File: src/rtl/inj_ctx_pkg.sv
// Shared constants and types for the injected conversion context queue.
// Assumes a trigger count and maximum sequence length that are powers of two.
package inj_ctx_pkg;
    localparam int unsigned NUM_TRIG = 4;
    localparam int unsigned MAX_LEN  = 4;
    localparam int unsigned LEN_W    = (MAX_LEN  > 1) ? $clog2(MAX_LEN)  : 1;
    localparam int unsigned TRIG_W   = (NUM_TRIG > 1) ? $clog2(NUM_TRIG) : 1;

    // One queued context: sequence length minus one and the trigger index.
    typedef struct packed {
        logic [LEN_W-1:0]  len_m1;
        logic [TRIG_W-1:0] trig_sel;
    } ctx_t;

    typedef enum logic {
        ENG_IDLE = 1'b0,
        ENG_RUN  = 1'b1
    } eng_state_t;
endpackage

File: src/rtl/inj_ctx_fifo.sv
// Context store: a shift queue of DEPTH slots, with slot 0 as the head.
// Applies a retirement (pop) before a push in the same cycle. With drain low,
// a pop never takes the last remaining context. A push into a full queue
// after the pop is dropped and reported through `dropped`.
module inj_ctx_fifo
    import inj_ctx_pkg::*;
#(
    parameter int unsigned DEPTH = 2
) (
    input  logic clk,
    input  logic rst_n,
    input  logic push,
    input  ctx_t push_ctx,
    input  logic pop_req,
    input  logic drain,
    output ctx_t head,
    output logic head_valid,
    output logic dropped
);
    localparam int unsigned CNT_W = $clog2(DEPTH + 1);

    ctx_t [DEPTH-1:0] slot_q;
    ctx_t [DEPTH-1:0] slot_d;
    logic [CNT_W-1:0] cnt_q;
    logic [CNT_W-1:0] cnt_mid;
    logic [CNT_W-1:0] cnt_d;
    logic             do_pop;
    logic             accept;

    // Decide the pop first, then whether the push fits in what is left.
    always_comb begin
        do_pop  = pop_req && (cnt_q != '0) && ((cnt_q > CNT_W'(1)) || drain);
        cnt_mid = cnt_q - CNT_W'(do_pop);
        accept  = push && (cnt_mid < CNT_W'(DEPTH));
        dropped = push && !accept;
        cnt_d   = cnt_mid + CNT_W'(accept);
    end

    // Next value of each slot: shift down on a pop, then drop the push into the first free slot.
    for (genvar i = 0; i < DEPTH; i++) begin : g_slot
        ctx_t shifted;
        if (i < DEPTH - 1) begin : g_mid
            assign shifted = do_pop ? slot_q[i+1] : slot_q[i];
        end else begin : g_end
            assign shifted = slot_q[i];
        end
        assign slot_d[i] = (accept && (cnt_mid == CNT_W'(i))) ? push_ctx : shifted;
    end

    // Register the slots and the occupancy count.
    always_ff @(posedge clk) begin
        if (!rst_n) begin
            slot_q <= '0;
            cnt_q  <= '0;
        end else begin
            slot_q <= slot_d;
            cnt_q  <= cnt_d;
        end
    end

    assign head       = slot_q[0];
    assign head_valid = (cnt_q != '0);


    depth_limit_chk: assert property (@(posedge clk) disable iff (!rst_n)
        cnt_q <= CNT_W'(DEPTH));


    full_drop_chk: assert property (@(posedge clk) disable iff (!rst_n)
        (push && cnt_q == CNT_W'(DEPTH) && !pop_req) |=> (cnt_q == CNT_W'(DEPTH) && $stable(head)));


    keep_last_chk: assert property (@(posedge clk) disable iff (!rst_n)
        (pop_req && cnt_q == CNT_W'(1) && !drain && !push) |=> (cnt_q == CNT_W'(1) && $stable(head)));


    drain_last_chk: assert property (@(posedge clk) disable iff (!rst_n)
        (pop_req && cnt_q == CNT_W'(1) && drain && !push) |=> (cnt_q == '0));


    pop_then_push_chk: assert property (@(posedge clk) disable iff (!rst_n)
        (pop_req && cnt_q == CNT_W'(DEPTH) && push) |=> (cnt_q == CNT_W'(DEPTH)));
endmodule

File: src/rtl/inj_seq_engine.sv
// Sequence engine: waits while idle for the trigger line that the active
// context selects, then issues one start pulse per conversion and counts
// done strobes up to the programmed length. Assumes the active context does
// not change while a sequence runs; it changes only on `seq_done`.
module inj_seq_engine
    import inj_ctx_pkg::*;
(
    input  logic                clk,
    input  logic                rst_n,
    input  logic                ctx_valid,
    input  ctx_t                ctx,
    input  logic [NUM_TRIG-1:0] trig_in,
    input  logic                conv_done,
    output logic                soc,
    output logic                seq_done
);
    eng_state_t       state_q;
    logic [LEN_W-1:0] conv_cnt_q;
    logic             soc_q;
    logic             fire;
    logic             step;

    // Classify this cycle: accepted trigger, intermediate done, or final done.
    always_comb begin
        fire     = (state_q == ENG_IDLE) && ctx_valid && trig_in[ctx.trig_sel];
        step     = (state_q == ENG_RUN) && conv_done && (conv_cnt_q != ctx.len_m1);
        seq_done = (state_q == ENG_RUN) && conv_done && (conv_cnt_q == ctx.len_m1);
    end

    // Advance the run state, the conversion counter and the start pulse.
    always_ff @(posedge clk) begin
        if (!rst_n) begin
            state_q    <= ENG_IDLE;
            conv_cnt_q <= '0;
            soc_q      <= 1'b0;
        end else begin
            soc_q <= fire || step;
            if (fire) begin
                state_q    <= ENG_RUN;
                conv_cnt_q <= '0;
            end else if (step) begin
                conv_cnt_q <= conv_cnt_q + LEN_W'(1);
            end else if (seq_done) begin
                state_q    <= ENG_IDLE;
                conv_cnt_q <= '0;
            end
        end
    end

    assign soc = soc_q;


    empty_no_start_chk: assert property (@(posedge clk) disable iff (!rst_n)
        !ctx_valid |=> !soc_q);


    run_quiet_chk: assert property (@(posedge clk) disable iff (!rst_n)
        (state_q == ENG_RUN && !conv_done) |=> !soc_q);


    count_bound_chk: assert property (@(posedge clk) disable iff (!rst_n)
        (state_q == ENG_RUN) |-> (conv_cnt_q <= ctx.len_m1));


    done_to_idle_chk: assert property (@(posedge clk) disable iff (!rst_n)
        seq_done |=> (state_q == ENG_IDLE && !soc_q));
endmodule

File: src/rtl/inj_status_flags.sv
// Status flags: a one-cycle end-of-sequence pulse, a sticky overflow flag that
// only software clears, and a one-cycle overflow interrupt. Assumes that
// `dropped` and `seq_done` are single-cycle events.
module inj_status_flags (
    input  logic clk,
    input  logic rst_n,
    input  logic seq_done,
    input  logic dropped,
    input  logic ovf_clr,
    output logic eos,
    output logic ovf_flag,
    output logic ovf_irq
);
    logic eos_q;
    logic ovf_q;
    logic irq_q;

    // Update the flags; a new discard takes priority over a software clear.
    always_ff @(posedge clk) begin
        if (!rst_n) begin
            eos_q <= 1'b0;
            ovf_q <= 1'b0;
            irq_q <= 1'b0;
        end else begin
            eos_q <= seq_done;
            irq_q <= dropped;
            if (dropped) begin
                ovf_q <= 1'b1;
            end else if (ovf_clr) begin
                ovf_q <= 1'b0;
            end
        end
    end

    assign eos      = eos_q;
    assign ovf_flag = ovf_q;
    assign ovf_irq  = irq_q;


    drop_sets_ovf_chk: assert property (@(posedge clk) disable iff (!rst_n)
        dropped |=> (ovf_q && irq_q));


    ovf_sticky_chk: assert property (@(posedge clk) disable iff (!rst_n)
        (ovf_q && !ovf_clr) |=> ovf_q);


    ovf_clear_chk: assert property (@(posedge clk) disable iff (!rst_n)
        (ovf_clr && !dropped) |=> !ovf_q);


    eos_pulse_chk: assert property (@(posedge clk) disable iff (!rst_n)
        seq_done |=> eos_q);
endmodule

File: src/rtl/inj_ctx_queue.sv
// Injected conversion context queue, top level. Connects the context store,
// the sequence engine and the status flags. The active context is the head
// of the store; a completed sequence retires it according to `drain_mode`.
module inj_ctx_queue
    import inj_ctx_pkg::*;
#(
    parameter int unsigned DEPTH = 2
) (
    input  logic              clk,
    input  logic              rst_n,
    input  logic              wr_en,
    input  logic [LEN_W-1:0]  wr_len,
    input  logic [TRIG_W-1:0] wr_trig,
    input  logic              drain_mode,
    input  logic [NUM_TRIG-1:0] trig_in,
    input  logic              conv_done,
    input  logic              ovf_clr,
    output logic              soc,
    output logic              eos,
    output logic              ovf_flag,
    output logic              ovf_irq,
    output logic              act_valid,
    output logic [LEN_W-1:0]  act_len,
    output logic [TRIG_W-1:0] act_trig
);
    ctx_t wr_ctx;
    ctx_t head;
    logic head_valid;
    logic dropped;
    logic seq_done;

    assign wr_ctx.len_m1   = wr_len;
    assign wr_ctx.trig_sel = wr_trig;

    inj_ctx_fifo #(.DEPTH(DEPTH)) u_fifo (
        .clk        (clk),
        .rst_n      (rst_n),
        .push       (wr_en),
        .push_ctx   (wr_ctx),
        .pop_req    (seq_done),
        .drain      (drain_mode),
        .head       (head),
        .head_valid (head_valid),
        .dropped    (dropped)
    );

    inj_seq_engine u_engine (
        .clk       (clk),
        .rst_n     (rst_n),
        .ctx_valid (head_valid),
        .ctx       (head),
        .trig_in   (trig_in),
        .conv_done (conv_done),
        .soc       (soc),
        .seq_done  (seq_done)
    );

    inj_status_flags u_flags (
        .clk      (clk),
        .rst_n    (rst_n),
        .seq_done (seq_done),
        .dropped  (dropped),
        .ovf_clr  (ovf_clr),
        .eos      (eos),
        .ovf_flag (ovf_flag),
        .ovf_irq  (ovf_irq)
    );

    // Present the active context, reading zero when the store is empty.
    always_comb begin
        act_valid = head_valid;
        act_len   = head_valid ? head.len_m1   : '0;
        act_trig  = head_valid ? head.trig_sel : '0;
    end


    empty_read_chk: assert property (@(posedge clk) disable iff (!rst_n)
        !act_valid |-> (act_len == '0 && act_trig == '0));


    reset_idle_chk: assert property (@(posedge clk)
        !rst_n |=> (!act_valid && !soc && !eos && !ovf_flag && !ovf_irq));
endmodule

File: config.mk
export PLATFORM = sky130hd
export DESIGN_NAME = inj_ctx_queue
export DESIGN_NICKNAME = d
export VERILOG_FILES = /design/src/rtl/inj_ctx_pkg.sv /design/src/rtl/inj_ctx_fifo.sv /design/src/rtl/inj_seq_engine.sv /design/src/rtl/inj_status_flags.sv /design/src/rtl/inj_ctx_queue.sv
export SDC_FILE = /design/constraint.sdc
export NUM_CORES = 1
export LEC_CHECK = 0
export ABC_AREA = 1
export CORE_MARGIN = 2
export CORE_UTILIZATION = 40
export DETAILED_ROUTE_END_ITERATION = 6
export DONT_BUFFER_PORTS = 1
export PLACE_DENSITY = 0.56
export SETUP_SLACK_MARGIN = 0.1
export SLEW_MARGIN = 20
export SYNTH_ARGS = -nofsm -noshare
export SYNTH_HDL_FRONTEND = slang
export SYNTH_SLANG_ARGS = --single-unit
export TNS_END_PERCENT = 30
File: constraint.sdc
create_clock -name clk -period 2.35 [get_ports clk]
set_input_delay 0.1175 -clock clk [delete_from_list [all_inputs] [get_ports clk]]
set_output_delay 0.1175 -clock clk [all_outputs]
set_load 0.05 [all_outputs]
==> flow_summary_export.csv, run 1 <==
group,metric,value,unit
outcome,status,"finished clean",
power_and_ir_drop,intPower,0.000474,W
place,placed_cells,159,
final_layout,fillers,226,
clock_network,clk_path_buf_depth,2,
power_and_ir_drop,p_sw_share,40.6,%
power_and_ir_drop,p_leak,0.493,nW
clock_network,hold_buffers,7,
critical_path,crit_buf_inv,4,
clock_network,htree_levels,1,
critical_path,worstPathCellList,"nand2_1 > inv_1 > nand4_2 > inv_1 > ha_1 > inv_1 > nand2_2 > nand2_4 > inv_2 > nor2_4 > ha_1 > o21ai_0 > a21oi_1",
final_layout,drive_gt1_share,14.8,%
route,wl_per_cell,11.4,um
place,pre_cts_slack,0.552,ns
sta,finalSetupViolCount,0,
worst_hold_path,hold_path.startpoint,"rst_n",
power_and_ir_drop,power_density,769,nW/um^2
route,via_per_inst,4.87,
floorplan,start_util,41.2,%
synthesis,synth_top_area_share,38.5,%
critical_path,worstPathRequired,2.55,ns
critical_path,r2r_start,"u_engine.state_q",
clock_network,postCtsSetupRepairBufs,0,
worst_hold_path,holdPathStages,2,
critical_path,start_kind,"flip-flop",
clock_network,cts_made_buffers,3,
power_and_ir_drop,sequentialPowerShare,45.1,%
synthesis,yosysSeqAreaShare,38.5,%
critical_path,cp-startpoint,"u_engine.state_q",
sta,finalSetupTns,0,ns
floorplan,dieWidth,51.0,um
synthesis,ys.warnings.count,0,
global_route,grt_antenna_before_repair,0,
sta,hold_viol_final,0,
global_route,grt_use_total,17.3,%
route,vias,828,
clock_network,cts.repair.resized,0,
synthesis,synth_area,885,um^2
power_and_ir_drop,power_frac_comb,34.5,%
synthesis,yosysTopAreaCell,"dfxtp_1",
critical_path,critPathKind,"flip-flop to flip-flop",
global_route,grt_pass1_vias,778,
route,first_pass_iters,4,
synthesis,postSynthCellCount,128,
place,place_hpwl,1380,um
floorplan,die_h,51.0,um
global_route,grt_max_degree,13,
clock_network,cts.sink_count,17,
critical_path,slowest_stage,"dfxtp_1",
route,ant_nets,0,
critical_path,cp.depth,13,
place,port_buffers,0,
critical_path,critPathTopFamily,"flip-flops",
final_layout,nNetsFinal,159,
clock_network,cts-root-buf,"clkbuf_4",
final_layout,diodes,0,
sta,skew,0.00380,ns
sta,finalCriticalPeriod,1.85,ns
critical_path,endpoint_kind,"flip-flop",
clock_network,clk-insertion-delay-late,0.30,ns
sta,slew_viol_final,0,
sta,post-route-period-util,78.5,%
synthesis,synth.area.top_cells,"dfxtp_1, nand2_1, a21oi_1, nand3_1, inv_1",
global_route,grt-ovfl-total,0,
route,totalWireLength,1930,um
sta,relSlewSlack,65.8,%
job,cap_violations,0,
synthesis,synthesis.nets,144,
synthesis,postSynthAreaPerCell,6.91,um^2
critical_path,slowest_delay,0.40,ns
place,place.gp.congestion,0.798,
worst_hold_path,hp-class,"input pin to flip-flop",
route,remaining_drc_errors,0,
floorplan,die-area,2600,um^2
critical_path,cp.arrival,2.04,ns
floorplan,fp-row-count,17,
sta,rsz0062_at_grt,"no",
power_and_ir_drop,p_sw,0.000324,W
sta,fmax,0.542,GHz
synthesis,yosys_register_bits,17,
route,drtIter0Drc,11,
power_and_ir_drop,peakVddDrop,0.000444,V
clock_network,cts_tree,"yes",
sta,setup_ws,0.505,ns
floorplan,core,2150,um^2
final_layout,fin_util,48.3,%
critical_path,crit_fanout,6,
floorplan,io_pins,23,
final_layout,layout.cells.non_filler,170,
global_route,grt_pass1_wl,3330,um
final_layout,area_delta_synth_final,17.4,%
sta,worst_slew_pin_slew,0.513,ns
synthesis,synth.distinct_cells,22,
critical_path,crit_top_cell,"inv_1",
critical_path,rr_worst_depth,13,
sta,hold_slack,0.0385,ns
clock_network,clk_pin_slew,0.10,ns
power_and_ir_drop,power.clock.fraction,20.5,%
## cell usage after synthesis
cell type   n
nand4_1     4
inv_1      13
buf_6       1
nand3_1    12
nand4_2     1
xor2_1      1
nand3_2     1
nand3_4     1
inv_2       5
nand2_1    37
o21ai_0     1
a21oi_1    13
ha_1        2
dfxtp_1    17
nand2_2     2
nor2_1     11
clkinv_1    1
nor2_4      1
nor3b_1     1
buf_2       1
nand2_4     1
o21ai_1     1
## per-layer routing
metal	GRT usage (%)	vias to the layer above	wire [um]
met5	0	-	0
met4	10.8	0	47
met3	4.68	5	158
met2	27.5	24	855
met1	20.7	362	869
li1	-	437	-
## sequential cells by signal (all words and copies together), names as in the netlist
register,flops
u_fifo.g_slot.shifted,4
u_flags.ovf_flag,1
u_flags.ovf_irq,1
u_engine.soc,1
u_fifo.cnt_q,2
u_flags.eos,1
u_fifo.head,4
u_engine.conv_cnt_q,2
u_engine.state_q,1
## cells in the final DEF, fill, tap and decap left out, drive strengths merged
master | Yosys | routed
ha | 2 | 2
o21ai | 2 | 2
nor2 | 12 | 12
nand4 | 5 | 5
clkinv | 1 | 2
nor3b | 1 | 1
nand2 | 40 | 40
a21oi | 13 | 13
clkbuf | 0 | 3
dlygate4sd3 | 0 | 7
inv | 18 | 18
nand3 | 14 | 14
dfxtp | 17 | 17
xor2 | 1 | 1
buf | 2 | 5
## worst reg2reg max path, stage by stage, from the launching register on
cell and delay (ns):
dfxtp_1 0.40, nand2_1 0.06, inv_1 0.12, nand4_2 0.12, inv_1 0.07, ha_1 0.18, inv_1 0.06, nand2_2 0.08
nand2_4 0.08, inv_2 0.11, nor2_4 0.05, ha_1 0.19, o21ai_0 0.17, a21oi_1 0.05
## logic make-up (layout without fill, tap and decap cells)
logic type	Yosys count	count (layout)	share of synthesized area (%)
and+or+nand+nor	72	72	39.3
buffers and inverters	21	35	9.90
DFF	17	17	38.5
AOI/OAI and AO/OA	15	15	8.49
adders and majority gates	2	2	2.83
xor gates and xnor gates	1	1	0.990
## path summary, 6_finish.rpt
| check | endpoint | slack [ns] |
|---|---|---|
| worst max-delay path | u_fifo.cnt_q[1] | 0.50 |
| worst min-delay path | u_flags.ovf_flag | 0.04 |
| worst max register to register | u_fifo.cnt_q[1] | 0.50 |
| worst min register to register | u_fifo.g_slot[1].shifted[2] | 0.47 |
## power by group through the flow
stage / logic [W] / registers [W] / clock network, W
5_1_grt: 0.000311 / 0.000365 / 0.000180
2_1_floorplan: 0.000228 / 0.000362 / 0
3_5_place_dp: 0.000263 / 0.000366 / 0
3_3_place_gp: 0.000260 / 0.000366 / 0
6_report: 0.000275 / 0.000360 / 0.000163
4_1_cts: 0.000276 / 0.000360 / 0.000166
## layout make-up
cell class	instances	area, um^2	area share [%]
clock buffer	3	22.5	2.17
inverter	19	71.3	6.87
clock inverter	1	5.00	0.482
tap	28	35.0	3.37
sequential	17	340	32.8
timing repair buffer	12	108	10.4
multi-input combinational	90	457	44.0
## stage by stage
| step | area (um^2) | power [W] |
|---|---|---|
| 2_1_floorplan | 885 | 0.000590 |
| 3_3_place_gp | 941 | 0.000626 |
| 3_5_place_dp | 941 | 0.000630 |
| 4_1_cts | 1040 | 0.000801 |
| 5_1_grt | 1040 | 0.000856 |
| 6_report | 1040 | 0.000798 |
(Power assumes the default switching activity.)
==> run 2, diff against run 1 <==
==> constraint.sdc (replaced) <==
create_clock -name clk -period 1.86 [get_ports clk]
set_input_delay 0.093 -clock clk [delete_from_list [all_inputs] [get_ports clk]]
set_output_delay 0.093 -clock clk [all_outputs]
set_load 0.05 [all_outputs]
==> flow_summary_export.csv, run 2 (same netlist as run 1, synthesis figures left out) <==
group,metric,value,unit
sta,finalCriticalPeriod,1.72,ns
route,remaining_drc_errors,0,
sta,finalSetupViolCount,0,
floorplan,start_util,41.2,%
job,cap_violations,0,
outcome,status,"finished clean",
route,totalWireLength,2210,um
clock_network,cts_made_buffers,3,
place,pre_cts_slack,0.0417,ns
place,port_buffers,0,
global_route,grt_antenna_before_repair,0,
route,vias,884,
floorplan,core,2150,um^2
sta,relSlewSlack,66.3,%
place,place_hpwl,1410,um
clock_network,htree_levels,1,
route,drtIter0Drc,16,
place,post_dp_cell_area,971,um^2
power_and_ir_drop,peakVddDrop,0.000487,V
worst_hold_path,hp-class,"input pin to flip-flop",
global_route,grt_max_degree,13,
route,first_pass_iters,4,
global_route,grt_pass1_wl,3400,um
power_and_ir_drop,intPower,0.000681,W
sta,setup_ws,0.139,ns
clock_network,clk-insertion-delay-late,0.29,ns
sta,post-route-period-util,92.5,%
power_and_ir_drop,power_frac_comb,41.2,%
power_and_ir_drop,p_sw,0.000450,W
power_and_ir_drop,fin_total_pwr,0.00113,W
floorplan,fp-row-count,17,
global_route,grt_pass1_vias,835,
final_layout,final_common_cell,"nand2_1",
sta,fmax,0.581,GHz
clock_network,clk_pin_slew,0.11,ns
floorplan,dieWidth,51.0,um
power_and_ir_drop,p_leak,0.567,nW
route,via_per_inst,4.86,
critical_path,ff2ff_setup_slack,0.14,ns
sta,slew_viol_final,0,
final_layout,diodes,0,
global_route,grt-ovfl-total,0,
sta,finalSetupTns,0,ns
final_layout,drive_gt1_share,31.2,%
power_and_ir_drop,power_density,935,nW/um^2
place,place.gp.congestion,0.796,
sta,hold_viol_final,0,
power_and_ir_drop,sequentialPowerShare,40.8,%
final_layout,nNetsFinal,171,
floorplan,die-area,2600,um^2
power_and_ir_drop,p_sw_share,39.8,%
critical_path,start_kind,"flip-flop",
clock_network,cts-root-buf,"clkbuf_4",
critical_path,critPathKind,"flip-flop to flip-flop",
power_and_ir_drop,power.clock.fraction,18.0,%
final_layout,design_area,1210,um^2
route,wl_per_cell,12.1,um
critical_path,worstPathRequired,2.08,ns
final_layout,mostFrequentLayoutCells,"nand2_1, buf_4, a21oi_1",
clock_network,clk_path_buf_depth,2,
sta,skew,0.00840,ns
clock_network,cts_tree,"yes",
sta,worst_slew_pin_slew,0.505,ns
final_layout,area_delta_synth_final,36.8,%
sta,rsz0062_at_grt,"yes",
floorplan,io_pins,23,
global_route,grt_use_total,17.3,%
floorplan,die_h,51.0,um
critical_path,crit_fanout,6,
clock_network,cts.sink_count,17,
critical_path,endpoint_kind,"flip-flop",
critical_path,cp.arrival,1.94,ns
route,ant_nets,0,
[run 2: worst paths after layout]
| kind | endpoint | depth (start not counted) | startpoint |
|---|---|---|---|
| worst max-delay path | u_fifo.cnt_q[1] | 14 | u_engine.conv_cnt_q[1] |
| worst min register to register | u_engine.conv_cnt_q[0] | 2 | u_engine.conv_cnt_q[0] |
| worst min-delay path | u_fifo.g_slot[1].shifted[3] | 2 | rst_n |
| worst max register to register | u_fifo.cnt_q[1] | 14 | u_engine.conv_cnt_q[1] |
[run 2: worst max-delay path, cell delays in order, from the launching register on]
cell,delay (ns)
dfxtp_2,0.35
inv_1,0.05
nand2_1,0.07
nand2_2,0.08
nand4_4,0.10
inv_2,0.05
ha_4,0.16
inv_2,0.05
nand2_2,0.05
nand2_4,0.11
inv_4,0.05
nor2_4,0.18
ha_4,0.16
o21ai_2,0.04
a21oi_1,0.14
[run 2: power by group through the flow]
stage          Clock (W)  Combinational (W)  Sequential, W
2_1_floorplan          0           0.000289       0.000457
3_3_place_gp           0           0.000355       0.000461
3_5_place_dp           0           0.000362       0.000460
4_1_cts         0.000209           0.000395       0.000453
5_1_grt         0.000233           0.000512       0.000467
6_report        0.000204           0.000466       0.000462
[run 2: through the flow]
| step | hold slack, ns | std cells | util (%) |
|---|---|---|---|
| finish | 0.0208 | 182 | 56.3 |
| global placement | 0.191 | 163 | 45.2 |
| floorplan | 0.236 | 128 | - |
| global route | 0.0276 | 182 | 56.3 |
| CTS | 0.0168 | 176 | 51.4 |
| detailed placement | 0.193 | 163 | 45.2 |
[run 2: final cells by class]
type,count,area [um^2]
clock buffers,3,22.5
clock inverters,1,5.00
repair buffers,24,203
flip-flops and latches,17,350
inverters,19,78.8
multi-input cells,90,515
fillers,216,938
well taps,28,35.0
[run 2: repair_timing]
action	4_1_cts	5_1_grt
resized for setup	8	19
hold buffers	9	0
setup buffers	0	6
setup endpoints to repair	2	10
pin swaps	0	12
endpoints found under the hold margin	14	0
[run 2: per-layer routing]
metal  global-route usage (%)  up-vias  wire length, um
met5                        0        -                0
met4                     9.01        0               15
met3                     2.92        2              104
met2                     29.9       24             1110
met1                     20.4      394              981
li1                         -      464                -
